### src/rtl/irq_out_pkg.sv
package irq_out_pkg;
  typedef enum logic [1:0] {
    DUR_SHORT = 2'b00,
    DUR_MID   = 2'b01,
    DUR_LONG  = 2'b10,
    DUR_HOLD  = 2'b11
  } dur_sel_e;

  typedef enum logic [1:0] {
    DRV_OPEN    = 2'b00,
    DRV_PUSH_LO = 2'b01,
    DRV_PUSH_HI = 2'b10,
    DRV_ALT     = 2'b11
  } drv_sel_e;
endpackage

### src/rtl/irq_src_latch.sv
module irq_src_latch (
  input  logic clk_i,
  input  logic rst_ni,
  input  logic src_i,
  input  logic clr_i,
  output logic rise_o,
  output logic status_o
);
  logic src_q;
  logic status_q;

  assign rise_o   = src_i & ~src_q;
  assign status_o = status_q;

  always_ff @(posedge clk_i or negedge rst_ni) begin
    if (!rst_ni) begin
      src_q    <= 1'b0;
      status_q <= 1'b0;
    end else begin
      src_q    <= src_i;
      // set wins over a simultaneous clear
      status_q <= rise_o | (status_q & ~clr_i);
    end
  end
endmodule

### src/rtl/irq_pulse_timer.sv
module irq_pulse_timer
  import irq_out_pkg::*;
#(
  parameter int CNT_W = 6
) (
  input  logic     clk_i,
  input  logic     rst_ni,
  input  logic     trig_i,
  input  dur_sel_e dur_i,
  output logic     busy_o
);
  logic [CNT_W-1:0] cnt_q;
  logic             busy_q;

  // pulse length minus one: 2, 14, 62 for codes 0, 1, 2
  function automatic logic [CNT_W-1:0] load_val(dur_sel_e d);
    int v;
    v = (1 << (2 * int'(d) + 2)) - 2;
    return CNT_W'(v);
  endfunction

  assign busy_o = busy_q;

  always_ff @(posedge clk_i or negedge rst_ni) begin
    if (!rst_ni) begin
      busy_q <= 1'b0;
      cnt_q  <= '0;
    end else if (dur_i == DUR_HOLD) begin
      busy_q <= 1'b0;
      cnt_q  <= '0;
    end else if (trig_i) begin
      busy_q <= 1'b1;
      cnt_q  <= load_val(dur_i);
    end else if (busy_q) begin
      if (cnt_q == '0) busy_q <= 1'b0;
      else             cnt_q  <= cnt_q - CNT_W'(1);
    end
  end
endmodule

### src/rtl/irq_pin_drive.sv
module irq_pin_drive
  import irq_out_pkg::*;
(
  input  logic     req_i,
  input  drv_sel_e drv_i,
  output logic     oe_o,
  output logic     do_o
);
  always_comb begin
    unique case (drv_i)
      DRV_PUSH_LO: begin oe_o = 1'b1;  do_o = ~req_i; end
      DRV_PUSH_HI: begin oe_o = 1'b1;  do_o = req_i;  end
      default:     begin oe_o = req_i; do_o = 1'b0;   end
    endcase
  end
endmodule

### src/rtl/irq_out_ctrl.sv
module irq_out_ctrl
  import irq_out_pkg::*;
#(
  parameter int NUM_SRC = 8,
  parameter int CNT_W   = 6
) (
  input  logic               clk_i,
  input  logic               rst_ni,
  input  logic [NUM_SRC-1:0] src_i,
  input  logic [NUM_SRC-1:0] clr_i,
  input  logic               mask_we_i,
  input  logic [NUM_SRC-1:0] mask_i,
  input  logic               cfg_we_i,
  input  logic [1:0]         dur_sel_i,
  input  logic [1:0]         drv_sel_i,
  output logic [NUM_SRC-1:0] status_o,
  output logic               irq_oe_o,
  output logic               irq_do_o
);
  logic [NUM_SRC-1:0] src_rise;
  logic [NUM_SRC-1:0] status;
  logic [NUM_SRC-1:0] mask_q;
  dur_sel_e           dur_q;
  drv_sel_e           drv_q;
  logic               trig;
  logic               busy;
  logic               hold_req;
  logic               req;

  for (genvar i = 0; i < NUM_SRC; i++) begin : g_src
    irq_src_latch u_latch (
      .clk_i   (clk_i),
      .rst_ni  (rst_ni),
      .src_i   (src_i[i]),
      .clr_i   (clr_i[i]),
      .rise_o  (src_rise[i]),
      .status_o(status[i])
    );
  end

  always_ff @(posedge clk_i or negedge rst_ni) begin
    if (!rst_ni) begin
      mask_q <= '0;
      dur_q  <= DUR_SHORT;
      drv_q  <= DRV_OPEN;
    end else begin
      if (mask_we_i) mask_q <= mask_i;
      if (cfg_we_i) begin
        dur_q <= dur_sel_e'(dur_sel_i);
        drv_q <= drv_sel_e'(drv_sel_i);
      end
    end
  end

  assign trig     = |(src_rise & mask_q);
  assign hold_req = |(status & mask_q);

  irq_pulse_timer #(.CNT_W(CNT_W)) u_timer (
    .clk_i (clk_i),
    .rst_ni(rst_ni),
    .trig_i(trig),
    .dur_i (dur_q),
    .busy_o(busy)
  );

  assign req = (dur_q == DUR_HOLD) ? hold_req : busy;

  irq_pin_drive u_drive (
    .req_i(req),
    .drv_i(drv_q),
    .oe_o (irq_oe_o),
    .do_o (irq_do_o)
  );

  assign status_o = status;
endmodule

### config.mk
export PLATFORM = sky130hd
export DESIGN_NAME = irq_out_ctrl
export DESIGN_NICKNAME = d
export VERILOG_FILES = /design/src/rtl/irq_out_pkg.sv /design/src/rtl/irq_src_latch.sv /design/src/rtl/irq_pulse_timer.sv /design/src/rtl/irq_pin_drive.sv /design/src/rtl/irq_out_ctrl.sv
export SDC_FILE = /design/constraint.sdc
export NUM_CORES = 1
export LEC_CHECK = 0
export ABC_CLOCK_PERIOD_IN_PS = 1730
export BUFFER_PORTS_ARGS = -buffer_cell sky130_fd_sc_hd__buf_4
export CAP_MARGIN = 10
export CORE_MARGIN = 1
export CORE_UTILIZATION = 40
export DETAILED_ROUTE_END_ITERATION = 8
export PLACE_DENSITY_LB_ADDON = 0.2
export SKIP_CTS_REPAIR_TIMING = 1
export SLEW_MARGIN = 5
export SYNTH_ARGS = -nofsm -noshare
export SYNTH_HDL_FRONTEND = slang
export SYNTH_SLANG_ARGS = --single-unit
export TNS_END_PERCENT = 30
### constraint.sdc
create_clock -name clk_i -period 1.73 [get_ports clk_i]
set_input_delay 0.346 -clock clk_i [delete_from_list [all_inputs] [get_ports clk_i]]
set_output_delay 0.346 -clock clk_i [all_outputs]
set_load 0.005 [all_outputs]
### Word-level counts from Yosys, hierarchy flattened

Index checks and enable logic that the tools add are counted.

| operators by class | value |
|---|---|
| reduce and logical (&&, ||, !) cells | 6 |
| divide/modulo/power cells | 0 |
| multipliers | 0 |
| eq/ne operators | 4 |
| magnitude comparators | 0 |
| bitwise logic cells | 43 |
| shifts and indexed selects | 1 |
| add/subtract/negate cells | 3 |
| mux-type cells | 11 |

Operator list:

| kind | number |
|---|---|
| left shift 1 x 32 -> 6 bit, first input constant | 1 |
| two-way mux 6 bit | 4 |
| NOT 1 bit | 17 |
| AND 1 bit | 16 |
| AND 8 bit | 2 |
| OR reduction 8 bit | 2 |
| bitwise OR 1 bit | 8 |
| logical NOT 6 bit | 1 |
| two-way mux 1 bit | 6 |
| subtractor 6 x 1 -> 6 bit, second input constant | 1 |
| subtractor 6 x 3 -> 6 bit, second input constant | 1 |
| adder 3 x 2 -> 4 bit, second input constant | 1 |
| == test 2 bit, second input constant | 2 |
| != test 3 bit, second input constant | 1 |
| nonzero test 3 bit | 1 |
| == test 2 x 1 -> 1 bit, second input constant | 1 |
| one-hot mux 1 bit (2 select lines) | 1 |
| AND reduction 2 bit | 1 |
| OR reduction 2 bit | 1 |

| word-level totals | value |
|---|---|
| ROM bits | 0 |
| memories kept | 0 |
| latch bits | 0 |
| input port bits | 32 |
| register bits | 35 |
| logic and storage cells | 89 |
| bits in writable memories | 0 |

### Depth between registers and ports, before layout

Gate-level depths: netlist of the first run.

| depth | value |
|---|---|
| word-level depth | 6 |
| depth in mapped cells | 6 |
| mapped depth without buffers | 6 |

### Cells and area by module

Synthesis of the first run repeated with hierarchy kept, for this count alone.

| unflattened totals | value |
|---|---|
| cell total of the unflattened synthesis | 133 |
| area total of the unflattened synthesis | 1,661.6 um2 |

By module, submodules not included:

| module | instances | area an instance (um2) | cells each | sequential area each (um2) |
|---|---|---|---|---|
| irq_src_latch | 8 | 75.1 | 5 | 50.0 |
| irq_out_ctrl | 1 | 539.3 | 36 | 300.3 |
| irq_pulse_timer | 1 | 467.9 | 51 | 175.2 |
| irq_pin_drive | 1 | 53.8 | 6 | 0.0 |

### Least setup slack after synthesis of the first run

Ideal clock, no wire load.

| timing | value |
|---|---|
| kind | reg-to-reg |
| start point | register u_timer.cnt_q[4] |
| end point | register u_timer.cnt_q[5] |
| slack | -31 ps |
| period minus slack after synthesis | 1,761 ps |
| arrival time | 1,687 ps |
| stages on the path, launching flop included | 5 |
| path through | dfrtp_1 or4b_1 or4_1 a211o_1 a21oi_2 |

| between the ends | value |
|---|---|
| cells in the longest elaborated chain, start to end | 5 |

Ends and longest elaborated chain:

| element | RTL line | RTL |
|---|---|---|
| start, declared | irq_pulse_timer.sv:12 | `logic [CNT_W-1:0] cnt_q;` |
| start signal, assigned | irq_pulse_timer.sv:33 | `cnt_q <= load_val(dur_i);` |
| start signal, assigned | irq_pulse_timer.sv:36 | `else cnt_q <= cnt_q - CNT_W'(1);` |
| subtractor 6 x 1 -> 6 bit | irq_pulse_timer.sv:36 |  |
| two-way mux 6 bit | irq_pulse_timer.sv:35 | `if (cnt_q == '0) busy_q <= 1'b0;` |
| two-way mux 6 bit | irq_pulse_timer.sv:34 | `end else if (busy_q) begin` |
| two-way mux 6 bit | irq_pulse_timer.sv:31 | `end else if (trig_i) begin` |
| two-way mux 6 bit | irq_pulse_timer.sv:28 | `end else if (dur_i == DUR_HOLD) begin` |

Parallel ways exist; a longest one is shown, timed or not. The select of a mux whose other input is x is not followed.
A chain may end at the register's enable or synchronous reset.

### Final worst setup path of the first run

| timing | value |
|---|---|
| start point | register mask_q[0] |
| end point | output irq_do_o |

| between the ends | value |
|---|---|
| cells in the longest elaborated chain, start to end | 5 |

Ends and longest elaborated chain:

| element | RTL line | RTL |
|---|---|---|
| start, declared | irq_out_ctrl.sv:22 | `logic [NUM_SRC-1:0] mask_q;` |
| start signal, assigned | irq_out_ctrl.sv:47 | `if (mask_we_i) mask_q <= mask_i;` |
| AND 8 bit * | irq_out_ctrl.sv:56 | `assign hold_req = \|(status & mask_q);` |
| OR reduction 8 bit * | irq_out_ctrl.sv:56 |  |
| two-way mux 1 bit * | irq_out_ctrl.sv:66 | `assign req = (dur_q == DUR_HOLD) ? hold_req : busy;` |
| NOT 1 bit | irq_pin_drive.sv:11 | `DRV_PUSH_LO: begin oe_o = 1'b1; do_o = ~req_i; end` |
| one-hot mux 1 bit (2 select lines) * | irq_pin_drive.sv:10 | `unique case (drv_i)` |
| end, declared | irq_out_ctrl.sv:18 | `output logic irq_do_o` |

Mark *: on every way between the ends. The rest lies on a longest branch, timed or not.

==> flow_metrics.tcl, run 1 <==
set metrics [dict create \
    critical_path_class "reg -> out" \
    r2r-start "u_timer.cnt_q[0]" \
    die_area_sq_mm 0.004326 \
    synth-edff-count 0 \
    relSlewSlack 0.7023 \
    arrival_ns 1.77 \
    crit_chain "a22o_1, a221oi_2, a41o_1, mux2_4, buf_6" \
    clock_latency_ns 0.28 \
    vias 1232 \
    diodes 0 \
    final_area_sq_mm 0.002153 \
    dpl.hpwl_um 2734 \
    nNetsFinal 233 \
    cts_root_buffer "clkbuf_8" \
    finalHoldViolCount 0 \
    power.leakage_nw 1.033 \
    cp_slowest_cell "dfrtp_1" \
    grt_setup_unrepaired "true" \
    drive_gt1_frac 0.4235 \
    syn_area_per_cell_sq_um 11.22 \
    grt_pass1_vias 1309 \
    die_h_um 65.77 \
    ios 42 \
    grt_use_total 0.1822 \
    finalWirelength_um 3654 \
    synth_seq_area_share 0.5385 \
    place_area_sq_mm 0.002017 \
    ff2ff_path_depth 4 \
    cts_buffer_depth 2 \
    cts_made_buffers 5 \
    finalWeightedCongestion 0.8179 \
    slew_violations 0 \
    start_kind "flip-flop" \
    tns_ns -0.7500 \
    critPathRequiredTime_ns 1.38 \
    ir_drop_v 0.0006077 \
    post-route-period-util 1.222 \
    period_minus_slack_ns 2.114 \
    async_reset_ff_frac 1.000 \
    ys_seq_elements 35 \
    hold_path.class "in -> async" \
    fp.dieW_um 65.77 \
    synthesis.nets 182 \
    initial_core_util 0.4313 \
    portBuffers 41 \
    antenna_found_initial 0 \
    drc 0 \
    drtAntennaViolNets 0 \
    violations "setup timing" \
    outcome "finished, violations left" \
    fin_ws_ns -0.3838 \
    max_stage_delay_ns 0.39 \
    crit_path_max_fanout 3 \
    utilization 0.5710 \
    core-area_sq_mm 0.003771 \
    globalRouteOverflowTotal 0 \
    worstMarginPinSlew_ns 0.4466 \
    wire_per_inst_um 14.98 \
    clock_skew_ns 0.001591 \
    max_cap_viol_count 0 \
    syn_area_sq_mm 0.001627 \
    dr.first_iter.drc_count 75 \
    grt_pass1_wl_um 5885 \
    grt_max_degree 36 \
    power_density_mw_per_mm2 992.9 \
    clkTransAtPathRegs_ns 0.07 \
    h-tree-depth 2 \
    r2r-end "u_timer.cnt_q[5]" \
    r2r_slack_ns -0.14 \
    synthFlopType "dfrtp_1" \
    power_mw 2.138 \
    num_rows 22 \
    ys.warnings.count 0 \
    cts_sinks 35 \
    cp-end-kind "output pin" \
    setup_viol 3 \
    via_per_inst 5.049 \
    syn_inst 145 \
    max_freq_mhz 473.1 \
    dr.pass1.iters 4 \
    area_delta_synth_final_pct 32.38 \
    synth_cell_types 34 \
    cts_tree "built" \
]
## worst max-delay path by stage
stage	startpoint	to	slack (ns)	cells after the start
floorplan	u_timer.cnt_q[0]	u_timer.cnt_q[5]	-0.03	4
global placement	g_src[0].u_latch.status_o	irq_do_o	-0.18	5
detailed placement	g_src[0].u_latch.status_o	irq_do_o	-0.21	5
CTS	g_src[0].u_latch.status_o	irq_do_o	-0.52	5
global route	mask_q[0]	irq_do_o	-0.46	5
finish	mask_q[0]	irq_do_o	-0.38	5
## layer usage
layer	vias up	global-route usage	routed length, um
met5	-	0	0
met4	0	0.04891	20
met3	2	0.04828	128
met2	30	0.3112	1956
met1	600	0.2254	1548
li1	600	-	-
## through the flow
stage,hold slack (ns),worst slack [ns],std cells
5_1_grt,0.03729,-0.4560,244
3_5_place_dp,0.3260,-0.2102,236
6_report,0.01004,-0.3838,244
2_1_floorplan,0.05041,-0.03037,145
3_3_place_gp,0.3186,-0.1768,236
4_1_cts,0.02062,-0.5176,243
## worst max-delay path: cells and delay by family (launching register included)
family | cells | cell delay, ns
mux | 1 | 0.31
flops | 1 | 0.39
compound gates | 3 | 0.67
buf+inv | 1 | 0.11
## cell usage after synthesis, types with 2 or more instances
| cell | number | area (sq um) |
|---|---|---|
| a211oi_1 | 3 | 22.52 |
| a21oi_1 | 3 | 15.01 |
| nand2_1 | 4 | 15.01 |
| mux2_2 | 12 | 135.1 |
| o21a_1 | 2 | 15.01 |
| o22ai_1 | 8 | 50.05 |
| clkbuf_1 | 2 | 7.510 |
| nand3b_1 | 8 | 60.06 |
| inv_1 | 22 | 82.58 |
| ha_1 | 5 | 62.56 |
| a22oi_1 | 2 | 15.01 |
| nor3_1 | 3 | 15.01 |
| o21ai_0 | 4 | 20.02 |
| or2_2 | 2 | 12.51 |
| nor2_1 | 3 | 11.26 |
| nand2b_1 | 2 | 12.51 |
| dfrtp_1 | 35 | 875.8 |
| nand4_1 | 2 | 12.51 |
| buf_4 | 8 | 60.06 |
## cells in the final DEF (no fill, tap or decap), types with 2 or more instances in the layout
| cell type | netlist | final |
|---|---|---|
| a21oi_1 | 3 | 3 |
| nand3b_1 | 8 | 8 |
| a22oi_1 | 2 | 2 |
| nand2_1 | 4 | 3 |
| nand4_1 | 2 | 2 |
| o21a_1 | 2 | 2 |
| mux2_2 | 12 | 11 |
| a211oi_1 | 3 | 3 |
| buf_4 | 8 | 52 |
| o22ai_1 | 8 | 8 |
| inv_1 | 22 | 22 |
| dfrtp_1 | 35 | 35 |
| clkbuf_8 | 0 | 6 |
| buf_6 | 0 | 2 |
| o21ai_0 | 4 | 4 |
| nor3_1 | 3 | 3 |
| ha_1 | 5 | 4 |
| nor2_1 | 3 | 3 |
| nand2b_1 | 2 | 2 |
## sequential cells by signal (all words and copies together) (netlist names)
signal / count
u_timer.cnt_q: 6
drv_q: 2
mask_q: 8
u_timer.busy_o: 1
g_src.u_latch.status_o: 8
dur_q: 2
g_src.u_latch.src_q: 8
## final cells by class
class	instances	area [sq um]
clock buffer	6	82.58
clock inverter	1	5.005
fill	337	1618
inverter	22	82.58
multi-input combinational	78	634.4
sequential	35	875.8
tap	48	60.06
timing repair buffer	54	412.9
## where the power goes
| group | total [mW] | switching (mW) | leakage, nW | internal [mW] |
|---|---|---|---|---|
| clock | 0.584 | 0.272 | 0.0470 | 0.312 |
| sequential | 0.986 | 0.0713 | 0.414 | 0.915 |
| combinational | 0.568 | 0.259 | 0.572 | 0.309 |
## kinds of logic after synthesis
family	synth area share
adder cells (fa/ha/maj)	0.03846
AND/OR/NAND/NOR	0.1200
flip-flops	0.5385
buffers and inverters	0.09231
XOR/XNOR	0.005386
AO/OA/AOI/OAI	0.1223
multiplexers	0.08308
Power figures use the tool's default switching activity.
==> run 2: changes to the inputs <==
--- a/config.mk
+++ b/config.mk
@@ -9,12 +9,14 @@
 export BUFFER_PORTS_ARGS = -buffer_cell sky130_fd_sc_hd__buf_4
 export CAP_MARGIN = 10
 export CORE_MARGIN = 1
-export CORE_UTILIZATION = 40
+export CORE_UTILIZATION = 47
 export DETAILED_ROUTE_END_ITERATION = 8
 export PLACE_DENSITY_LB_ADDON = 0.2
+export SETUP_SLACK_MARGIN = 0.3
 export SKIP_CTS_REPAIR_TIMING = 1
 export SLEW_MARGIN = 5
 export SYNTH_ARGS = -nofsm -noshare
 export SYNTH_HDL_FRONTEND = slang
+export SYNTH_HIERARCHICAL = 1
 export SYNTH_SLANG_ARGS = --single-unit
 export TNS_END_PERCENT = 30
==> flow_metrics.tcl, run 2 <==
set metrics [dict create \
    nNetsFinal 230 \
    initial_core_util 0.4940 \
    die_area_sq_mm 0.003777 \
    clock_latency_ns 0.35 \
    holdPathStages 1 \
    crit_path_max_fanout 2 \
    diodes 0 \
    drtAntennaViolNets 0 \
    ff2ff_path_depth 3 \
    drc 0 \
    finalNonFillerCells 240 \
    drive_gt1_frac 0.5309 \
    num_rows 21 \
    post-synth-top-count-cell "dfrtp_1" \
    dpl.hpwl_um 2598 \
    start_kind "flip-flop" \
    crit_path_start "g_src[2].u_latch/status_o" \
    max_freq_mhz 456.9 \
    synth_cell_types 36 \
    max_cap_viol_count 0 \
    ir_drop_v 0.0004365 \
    r2r_slack_ns 0.08 \
    r2r-start "u_timer/cnt_q[4]" \
    relSlewSlack 0.7029 \
    dr.pass1.iters 4 \
    outcome "finished, violations left" \
    critPathRequiredTime_ns 1.38 \
    area_delta_synth_final_pct 40.29 \
    grt_setup_unrepaired "true" \
    vias 1219 \
    cp_slowest_cell "dfrtp_1" \
    grt_pass1_wl_um 5492 \
    post-route-period-util 1.265 \
    dp_slack_ns -0.07355 \
    clock_skew_ns 0.01202 \
    cts_buffer_depth 2 \
    fp.dieW_um 61.46 \
    synth_area_leaders "dfrtp_1 (53%), mux2_2 (8.1%), nor2b_4 (6.6%), ha_1 (3.8%), a21o_1 (3.6%)" \
    slew_violations 0 \
    period_minus_slack_ns 2.189 \
    via_per_inst 5.079 \
    syn_area_sq_mm 0.001662 \
    syn_area_per_cell_sq_um 12.49 \
    yosys-top-cells-count "dfrtp_1 (35), inv_1 (15), mux2_2 (12)" \
    wire_per_inst_um 14.89 \
    power.leakage_nw 1.143 \
    tns_ns -0.7884 \
    power_density_mw_per_mm2 1010 \
    final_cell_mix "buf_4 (48), dfrtp_1 (35), mux2_2 (12), inv_1 (12)" \
    max_stage_delay_ns 0.40 \
    min-delay-start "src_i[4]" \
    core-area_sq_mm 0.003363 \
    critical_path_class "reg -> out" \
    die_h_um 61.46 \
    synth.largest_area_cell "dfrtp_1" \
    finalWirelength_um 3573 \
    synthFlopType "dfrtp_1" \
    clkTransAtPathRegs_ns 0.12 \
    cts_root_buffer "clkbuf_4" \
    violations "setup timing" \
    synth_top_area_frac 0.5271 \
    antenna_found_initial 0 \
    grt_max_degree 36 \
    utilization 0.6931 \
    async_reset_ff_frac 1.000 \
    worst-path-buf-inv 1 \
    portBuffers 41 \
    synth-edff-count 0 \
    cts_sinks 35 \
    cts_made_buffers 5 \
    finalWeightedCongestion 0.7964 \
    worstMarginPinSlew_ns 0.4457 \
    r2r-end "u_timer/cnt_q[5]" \
    grt_pass1_vias 1233 \
    ys.warnings.count 6 \
    arrival_ns 1.84 \
    globalRouteOverflowTotal 0 \
    syn_inst 133 \
    finalHoldViolCount 0 \
    cts_tree "built" \
    final_common_cell "buf_4" \
    synthesis.nets 170 \
    synth_seq_area_share 0.5271 \
    hold_end "g_src[4].u_latch/src_q" \
    hold_path.class "in -> reg" \
    dr.first_iter.drc_count 41 \
    crit_chain "a22o_2, a221oi_2, a41oi_2, mux2_4, buf_6" \
    h-tree-depth 2 \
    grt_use_total 0.2144 \
    power_mw 2.354 \
    ys_seq_elements 35 \
    cpLargestDelayFamily "compound AO/OA/AOI/OAI gates" \
    setup_viol 2 \
    cp-end-kind "output pin" \
    dp.cells 230 \
    ios 42 \
    fin_ws_ns -0.4588 \
]
[run 2: per-stage QoR]
| step | cell area [sq um] | hold WS [ns] |
|---|---|---|
| after floorplan | 1669 | 0.05041 |
| after global placement | 2116 | 0.3212 |
| after detailed placement | 2116 | 0.3245 |
| after CTS | 2221 | -0.07111 |
| after global routing | 2331 | 0.07798 |
| final | 2331 | 0.09929 |
[run 2: worst max-delay path by stage]
stage | to | slack [ns] | depth (start not counted)
floorplan | irq_do_o | 0.13 | 4
global placement | irq_do_o | -0.08 | 5
detailed placement | irq_do_o | -0.07 | 5
CTS | irq_do_o | -0.49 | 5
global route | irq_do_o | -0.55 | 5
finish | irq_do_o | -0.46 | 5
[run 2: area by class of cell]
cell class,instances,area [sq um]
clock buffers,5,37.54
repair buffers,55,437.9
well taps,46,57.56
flip-flops and latches,35,875.8
clock inverters,3,67.56
inverters,15,58.81
fillers,260,1032
multi-input cells,81,795.8
[run 2: cell families (layout without fill, tap and decap cells)]
logic type,count (synthesis),count (layout),synth area share
muxes,14,14,0.09638
AOI/OAI and AO/OA,34,34,0.1596
DFF,35,35,0.5271
buffers and inverters,17,78,0.03915
adders and majority gates,5,5,0.03765
and+or+nand+nor,28,28,0.1401
[run 2: power breakdown]
part	switching (mW)	leakage [nW]	internal [mW]	total [mW]
sequential	0.102	0.413	0.915	1.02
combinational	0.252	0.679	0.338	0.590
clock	0.299	0.0514	0.449	0.748
[run 2: per-layer routing]
| metal | share of wire | up-vias | track usage |
|---|---|---|---|
| li1 | - | 590 | - |
| met2 | 0.53 | 25 | 0.3727 |
| met4 | 0.023 | 0 | 0.1143 |
| met5 | 0 | - | 0 |
| met3 | 0.041 | 6 | 0.06723 |
| met1 | 0.40 | 598 | 0.2344 |
